`src/rtl/bridge_pkg.sv`:
```
package bridge_pkg;
  typedef struct packed {
    logic we_n;
    logic oe_n;
    logic lb_n;
    logic ub_n;
  } sram_ctl_t;

  localparam sram_ctl_t CTL_IDLE = '{we_n: 1'b1, oe_n: 1'b1, lb_n: 1'b1, ub_n: 1'b1};

  // strobe vector positions
  localparam int unsigned STB_RAS = 0;
  localparam int unsigned STB_CAS = 1;
  localparam int unsigned STB_WE0 = 2;
  localparam int unsigned STB_WE1 = 3;
  localparam int unsigned STB_NUM = 4;
endpackage

```
`src/rtl/strobe_sync.sv`:
```
module strobe_sync #(
  parameter int unsigned N      = 4,
  parameter int unsigned N_EDGE = 2,
  parameter int unsigned LVL_LO = 1,
  parameter int unsigned STAGES = 2
) (
  input  logic              clk_i,
  input  logic              rst_ni,
  input  logic [N-1:0]      raw_i,
  output logic [N-1:LVL_LO] level_o,
  output logic [N_EDGE-1:0] fall_o
);
  localparam int unsigned LAST = STAGES - 1;

  logic [N-1:0] synced;

  for (genvar i = 0; i < N; i++) begin : g_bit
    logic [STAGES-1:0] sh_q;
    always_ff @(posedge clk_i or negedge rst_ni) begin
      if (!rst_ni) sh_q <= '1;
      else         sh_q <= {sh_q[STAGES-2:0], raw_i[i]};
    end
    assign synced[i] = sh_q[LAST];
  end

  for (genvar i = 0; i < N_EDGE; i++) begin : g_edge
    logic prev_q;
    always_ff @(posedge clk_i or negedge rst_ni) begin
      if (!rst_ni) prev_q <= 1'b1;
      else         prev_q <= synced[i];
    end
    assign fall_o[i] = prev_q & ~synced[i];
  end

  assign level_o = synced[N-1:LVL_LO];
endmodule

```
`src/rtl/addr_capture.sv`:
```
module addr_capture #(
  parameter int unsigned BUS_W  = 9,
  parameter int unsigned STAGES = 2,
  localparam int unsigned ADDR_W = 2 * BUS_W
) (
  input  logic              clk_i,
  input  logic              rst_ni,
  input  logic [BUS_W-1:0]  bus_i,
  input  logic              row_fall_i,
  input  logic              col_fall_i,
  output logic [ADDR_W-1:0] addr_o
);
  // delay the bus by the synchroniser depth so it matches the strobe copy
  logic [BUS_W-1:0] dly_q [STAGES];

  for (genvar s = 0; s < STAGES; s++) begin : g_dly
    always_ff @(posedge clk_i or negedge rst_ni) begin
      if (!rst_ni)     dly_q[s] <= '0;
      else if (s == 0) dly_q[s] <= bus_i;
      else             dly_q[s] <= dly_q[(s == 0) ? 0 : s-1];
    end
  end

  logic [BUS_W-1:0] row_q, col_q;

  always_ff @(posedge clk_i or negedge rst_ni) begin
    if (!rst_ni) begin
      row_q <= '0;
      col_q <= '0;
    end else begin
      if (row_fall_i) row_q <= dly_q[STAGES-1];
      if (col_fall_i) col_q <= dly_q[STAGES-1];
    end
  end

  assign addr_o = {row_q, col_q};
endmodule

```
`src/rtl/lane_ctrl.sv`:
```
module lane_ctrl
  import bridge_pkg::*;
(
  input  logic      clk_i,
  input  logic      rst_ni,
  input  logic      cas_i,
  input  logic      we0_i,
  input  logic      we1_i,
  output sram_ctl_t ctl_o
);
  sram_ctl_t ctl_d, ctl_q;
  logic      idle_wr;

  always_comb begin
    idle_wr    = we0_i & we1_i;
    ctl_d.we_n = idle_wr;
    ctl_d.oe_n = ~idle_wr;
    // writes steer lanes by bank; reads split the word over the cas phases
    ctl_d.lb_n = idle_wr ? cas_i  : we0_i;
    ctl_d.ub_n = idle_wr ? ~cas_i : we1_i;
  end

  always_ff @(posedge clk_i or negedge rst_ni) begin
    if (!rst_ni) ctl_q <= CTL_IDLE;
    else         ctl_q <= ctl_d;
  end

  assign ctl_o = ctl_q;
endmodule

```
`src/rtl/dram_sram_bridge.sv`:
```
module dram_sram_bridge
  import bridge_pkg::*;
#(
  parameter int unsigned BUS_W  = 9,
  parameter int unsigned STAGES = 2,
  localparam int unsigned ADDR_W = 2 * BUS_W
) (
  input  logic              clk_i,
  input  logic              rst_ni,
  input  logic [BUS_W-1:0]  maddr_i,
  input  logic              ras_ni,
  input  logic              cas_ni,
  input  logic              we0_ni,
  input  logic              we1_ni,
  output logic [ADDR_W-1:0] sram_addr_o,
  output logic              sram_we_no,
  output logic              sram_oe_no,
  output logic              sram_lb_no,
  output logic              sram_ub_no
);
  logic [STB_NUM-1:0]       raw;
  logic [STB_NUM-1:STB_CAS] lvl;
  logic [STB_CAS:STB_RAS]   fall;
  sram_ctl_t                ctl;

  always_comb begin
    raw          = '1;
    raw[STB_RAS] = ras_ni;
    raw[STB_CAS] = cas_ni;
    raw[STB_WE0] = we0_ni;
    raw[STB_WE1] = we1_ni;
  end

  strobe_sync #(
    .N      (STB_NUM),
    .N_EDGE (STB_CAS + 1),
    .LVL_LO (STB_CAS),
    .STAGES (STAGES)
  ) u_sync (
    .clk_i   (clk_i),
    .rst_ni  (rst_ni),
    .raw_i   (raw),
    .level_o (lvl),
    .fall_o  (fall)
  );

  addr_capture #(
    .BUS_W  (BUS_W),
    .STAGES (STAGES)
  ) u_addr (
    .clk_i      (clk_i),
    .rst_ni     (rst_ni),
    .bus_i      (maddr_i),
    .row_fall_i (fall[STB_RAS]),
    .col_fall_i (fall[STB_CAS]),
    .addr_o     (sram_addr_o)
  );

  lane_ctrl u_lane (
    .clk_i  (clk_i),
    .rst_ni (rst_ni),
    .cas_i  (lvl[STB_CAS]),
    .we0_i  (lvl[STB_WE0]),
    .we1_i  (lvl[STB_WE1]),
    .ctl_o  (ctl)
  );

  assign sram_we_no = ctl.we_n;
  assign sram_oe_no = ctl.oe_n;
  assign sram_lb_no = ctl.lb_n;
  assign sram_ub_no = ctl.ub_n;
endmodule

```
`config.mk`:
```
export PLATFORM = sky130hd
export DESIGN_NAME = dram_sram_bridge
export DESIGN_NICKNAME = d
export VERILOG_FILES = /design/src/rtl/bridge_pkg.sv /design/src/rtl/strobe_sync.sv /design/src/rtl/addr_capture.sv /design/src/rtl/lane_ctrl.sv /design/src/rtl/dram_sram_bridge.sv
export SDC_FILE = /design/constraint.sdc
export NUM_CORES = 1
export LEC_CHECK = 0
export CORE_MARGIN = 4
export CORE_UTILIZATION = 40
export DETAILED_ROUTE_END_ITERATION = 7
export PLACE_DENSITY_LB_ADDON = 0.08
export SLEW_MARGIN = 20
export SYNTH_ARGS = -nofsm -noshare
export SYNTH_HDL_FRONTEND = slang
export SYNTH_SLANG_ARGS = --single-unit
```
`constraint.sdc`:
```
create_clock -name clk_i -period 2.37 [get_ports clk_i]
set_clock_uncertainty 0.15 [all_clocks]
set_input_delay 0.474 -clock clk_i [delete_from_list [all_inputs] [get_ports clk_i]]
set_output_delay 0.474 -clock clk_i [all_outputs]
set_load 0.005 [all_outputs]
```
==> impl_metrics.toml, run 1 <==
[logic_synthesis]
ys_async_sr_fraction_pct = 100
seq_area_frac_synth_pct = 80.5
synth_edf_count = 0
synth_flop_cell = "dfrtp_1"
synth.top_cells.by_count = "dfrtp_1, dfstp_2, mux2_2, mux2_4"
synth.most_common_cell = "dfrtp_1"
ys.warnings.count = 0
synth_top_area_cell = "dfrtp_1"
synth_top_area_share_pct = 57.1
postSynthCellCount = 77
ys_ff_latch = 50
syn-num-nets = 92
synthTopCellsByArea = "dfrtp_1, dfstp_2, mux2_4, mux2_2, buf_6"
yosysUniqueCellTypes = 10
avgSynthCellArea_sq_um = 20.5
netlist_area_sq_mm = 0.00158

[clock_tree]
tritoncts = "done"
cts_setup_buffers = 0
clk_pin_slew_ns = 0.08
cts_buffers = 5
cts_num_sinks = 50
cts_hold_buf = 0
cts_resized = 0
htreeDepth = 2
clockBufferDepth = 2
clk_latency_ns = 0.28
cts_root_buf = "clkbuf_8"

[grt]
grt_overflow_total = 0
antenna_found_initial = 0
grt_max_degree = 29
grt_pass1_vias = 810
groute.usage.overall_pct = 9.57
grt_pass1_wl_microns = 3590

[critical_path]
crit_chain = "clkdlybuf4s50_1"
critical-path-max-stage-delay_ns = 0.52
worstPathRequired_ns = 1.75
slowest_stage = "dfstp_2"
crit_type = "reg2out"
critical_path.top_delay_family = "flip-flops"
arrival_ns = 1.30
crit_path_end_kind = "primary output"
worst_setup_path_start_kind = "flip-flop"
cp_max_fo = 1
critPathBufInv = 1

[routing]
viasPerCell = 4.43
antenna_left = 0
drc = 0
routed_wl_microns = 2220
drt_iter0_markers = 19
drt-wirelength-per-cell_microns = 13.2
vias = 748
firstDrtPassIters = 2

[job]
cap_violations = 0

[sta]
fmax_ghz = 0.520
hold_ws_ns = -0.00209
setup_tns_ns = 0
setup_violations = 0
min_period_ns = 1.92
hold_viol_final = 4
period_share_pct = 81.1
finalMaxSlewViolations = 0
maxSlewHeadroom_pct = 66.4
worst_pin_slew_ns = 0.505
rsz0062_at_grt = "false"

[floorplanning]
dieWidth_microns = 70.8
pin_count = 37
core_sq_mm = 0.00374
start_util_pct = 42.1
die-area_sq_mm = 0.00501
die_h_microns = 70.8
rows = 22

[final_layout]
multiInputGateArea_sq_um = 278
seq_area_sq_mm = 0.00127
area_growth_syn_to_layout_pct = 33.7
n_antenna_cell = 0
drive_gt1_share_pct = 36.4
nets = 135
fillCellCount = 316

[status]
status = "complete, but fails checks"
violations = "hold timing"

[place]
port-buffer-count = 36
gp_congestion = 0.695

[pwr]
ir_drop_mv = 0.468
p_per_area_mw_per_mm2 = 818
power.total_mw = 1.72
cellLeakagePower_nw = 0.921

[min_path]
hp-class = "in2async"
[kinds of logic after synthesis]
group,synth area share (%)
DFF,80.5
muxes,15.0
buffers and inverters,1.90
AOI/OAI and AO/OA,0.952
and+or+nand+nor,1.67
[layer usage]
metal  wire length (microns)  vias up  GRT usage (%)
met5                       0        -              0
met2                    1140       27           16.0
met1                     881      377           10.0
met3                     174        4           4.12
met4                      27        0           5.64
li1                        -      340              -
[worst paths after layout]
kind	cells after the start	startpoint	slack [ns]	to
worst max-delay path	1	u_lane.ctl_o[1]	0.45	sram_lb_no
worst min-delay path	1	rst_ni	-0.002	u_addr.dly_q[16]
worst max register to register	3	u_sync.g_edge[0].prev_q	0.93	u_addr.row_q[4]
worst min register to register	0	u_addr.dly_q[9]	0.20	u_addr.dly_q[0]
max in group asynchronous	2	rst_ni	1.48	u_sync.g_bit[3].sh_q[1]
min in group clk_i	0	u_addr.dly_q[9]	0.20	u_addr.dly_q[0]
[where the power goes]
group	internal [mW]	leakage (nW)	switching, mW	total [mW]
registers	0.936	0.568	0.0352	0.971
logic	0.158	0.295	0.0624	0.220
clock network	0.294	0.0575	0.239	0.533
[layout make-up]
| cell class | instances | share of cell area, % |
|---|---|---|
| sequential | 50 | 60.2 |
| timing repair buffer | 38 | 18.2 |
| multi-input combinational | 23 | 13.2 |
| clock buffer | 8 | 5.23 |
| inverter | 2 | 0.356 |
| tap | 48 | 2.85 |
[state kept, by name (all words and copies together), names as in the netlist]
register and count:
u_addr.dly_q 18, u_sync.g_edge.prev_q 2, u_sync.g_bit.sh_q 8, u_lane.ctl_o 4, u_addr.row_q 9, u_addr.col_q 9
[through the flow]
stage	std cells	instance area (sq um)	hold WS, ns	utilization, %	setup WS (ns)
floorplan	77	1580	0.0284	-	1.00
global placement	161	2000	0.184	53.3	0.763
finish	169	2110	-0.00209	56.3	0.448
CTS	169	2110	0.00642	56.3	0.423
global route	169	2110	0.0276	56.3	0.400
detailed placement	161	2000	0.188	53.3	0.749
[cell usage in the layout, fill, tap and decap left out]
| cell | instances |
|---|---|
| and2_1 | 1 |
| clkbuf_8 | 8 |
| buf_2 | 1 |
| inv_1 | 2 |
| clkdlybuf4s50_1 | 35 |
| buf_4 | 1 |
| buf_12 | 1 |
| mux2_2 | 9 |
| a21boi_0 | 2 |
| mux2_4 | 9 |
| nand2b_4 | 1 |
| dfstp_2 | 14 |
| dfrtp_1 | 36 |
| nor2b_1 | 1 |
Power figures use the tool's default switching activity.
==> run 2: changes to the inputs <==
- clock period: 2.37 -> 1.6 ns (I/O delays scaled with it)
==> impl_metrics.toml, run 2 (synthesized netlist as in run 1, its figures left out) <==
[status]
status = "finished clean"

[grt]
grt_pass1_wl_microns = 3970
grt_overflow_total = 0
groute.usage.overall_pct = 10.7
grt_max_degree = 29
antenna_found_initial = 0
grt_pass1_vias = 887

[pwr]
p_per_area_mw_per_mm2 = 1140
ir_drop_mv = 0.512
p_clk_share_pct = 27.6
pwr-share-comb_pct = 12.3
power.total_mw = 2.39
internal_power_mw = 1.88
power_frac_seq_pct = 60.1
cellLeakagePower_nw = 0.963
swShare_pct = 21.0
switchingPower_mw = 0.502

[clock_tree]
htreeDepth = 2
cts_root_buf = "clkbuf_8"
cts_buffers = 5
cts_num_sinks = 50
tritoncts = "done"
clockBufferDepth = 2
clk_pin_slew_ns = 0.08
clk_latency_ns = 0.29

[critical_path]
startpoint = "u_lane.ctl_o[1]"
crit_path_end_kind = "primary output"
crit_chain = "dlygate4sd2_1"
arrival_ns = 1.04
crit_type = "reg2out"
worstPathRequired_ns = 1.13
critical_path.top_delay_family = "flip-flops"
critPathBufInv = 1
worst_setup_path_start_kind = "flip-flop"
slowest_stage = "dfstp_2"
r2r-start = "u_sync.g_edge[0].prev_q"
cp_max_fo = 1
critical-path-max-stage-delay_ns = 0.52

[final_layout]
fillCellCount = 317
nets = 141
top_register = "u_addr.dly_q"
drive_gt1_share_pct = 37.0
utilization_pct = 55.7
final_cell_mix = "dfrtp_1, dlygate4sd2_1, dfstp_2"
area_growth_syn_to_layout_pct = 32.3
top_regs = "u_addr.dly_q x18, u_addr.col_q x9, u_addr.row_q x9"
largest_register_ffs = 18
layout_commonest_cell = "dfrtp_1"
n_antenna_cell = 0

[floorplanning]
start_util_pct = 42.1
die_h_microns = 70.8
core_sq_mm = 0.00374
pin_count = 37
dieWidth_microns = 70.8
rows = 22
die-area_sq_mm = 0.00501

[routing]
vias = 774
viasPerCell = 4.42
firstDrtPassIters = 2
drt-wirelength-per-cell_microns = 13.3
drt_iter0_markers = 25
antenna_left = 0
routed_wl_microns = 2330
drc = 0

[sta]
finalMaxSlewViolations = 0
setup_tns_ns = 0
period_share_pct = 94.2
maxSlewHeadroom_pct = 77.7
fmax_ghz = 0.663
rsz0062_at_grt = "false"
hold_viol_final = 0
setup_violations = 0
worst_pin_slew_ns = 0.334
min_period_ns = 1.51

[place]
hpwl_microns = 1660
port-buffer-count = 36
gp_congestion = 0.692

[min_path]
min_from = "u_addr.dly_q[12]"
hp-class = "reg2reg"

[job]
cap_violations = 0
-- run 2: changes by cell type in the layout (fill, tap and decap cells not counted), sizes merged --
cell / previous run / this run
clkdlybuf4s50: 35 / 13
dlygate4sd2: 0 / 22
buf: 3 / 8
clkbuf: 8 / 6
clkinv: 0 / 2
dlygate4sd3: 0 / 1
-- run 2: path summary, 6_finish.rpt --
kind / to / slack [ns] / cells past startpoint
worst max-delay path: sram_lb_no / 0.09 / 1
worst min-delay path: u_addr.dly_q[3] / 0.20 / 0
worst max register to register: u_addr.row_q[2] / 0.14 / 3
worst min register to register: u_addr.dly_q[3] / 0.20 / 0
max in group asynchronous: u_sync.g_edge[0].prev_q / 0.57 / 3
min in group asynchronous: u_addr.col_q[6] / 0.40 / 3
-- run 2: per-layer routing --
| metal | global-route usage (%) | share of wire (%) | up-vias |
|---|---|---|---|
| met5 | 0 | 0 | - |
| li1 | - | - | 347 |
| met4 | 5.64 | 1.7 | 0 |
| met2 | 17.4 | 49 | 29 |
| met3 | 4.97 | 7.6 | 6 |
| met1 | 11.6 | 41 | 392 |
-- run 2: timing repair --
item                                   in CTS  in global routing
gates resized for setup                    22                  0
hold buffers                                1                  0
setup buffers                               3                  0
setup endpoints to repair                  22                  0
endpoints found under the hold margin      36                  0
-- run 2: final cells by class --
cell class	count	area, sq um	share of cell area, %
clock buffer	6	72.6	3.48
clock inverter	2	8.76	0.420
inverter	2	7.51	0.360
multi-input combinational	23	278	13.3
sequential	50	1270	60.8
tap	48	60.1	2.88
timing repair buffer	44	390	18.7
-- run 2: power by group through the flow --
stage	Clock [mW]	Sequential [mW]	Combinational (mW)
3_3_place_gp	0	1.46	0.330
6_report	0.657	1.43	0.294
2_1_floorplan	0	1.46	0.105
4_1_cts	0.695	1.44	0.304
5_1_grt	0.739	1.45	0.321
3_5_place_dp	0	1.46	0.335
-- run 2: through the flow --
stage	hold WS, ns	cells	setup WS [ns]	area, sq um
floorplan	-0.126	77	0.233	1580
global placement	0.171	163	0.135	2000
detailed placement	0.173	163	0.129	2000
CTS	0.206	175	0.0639	2090
global route	0.205	175	0.0554	2090
finish	0.195	175	0.0921	2090
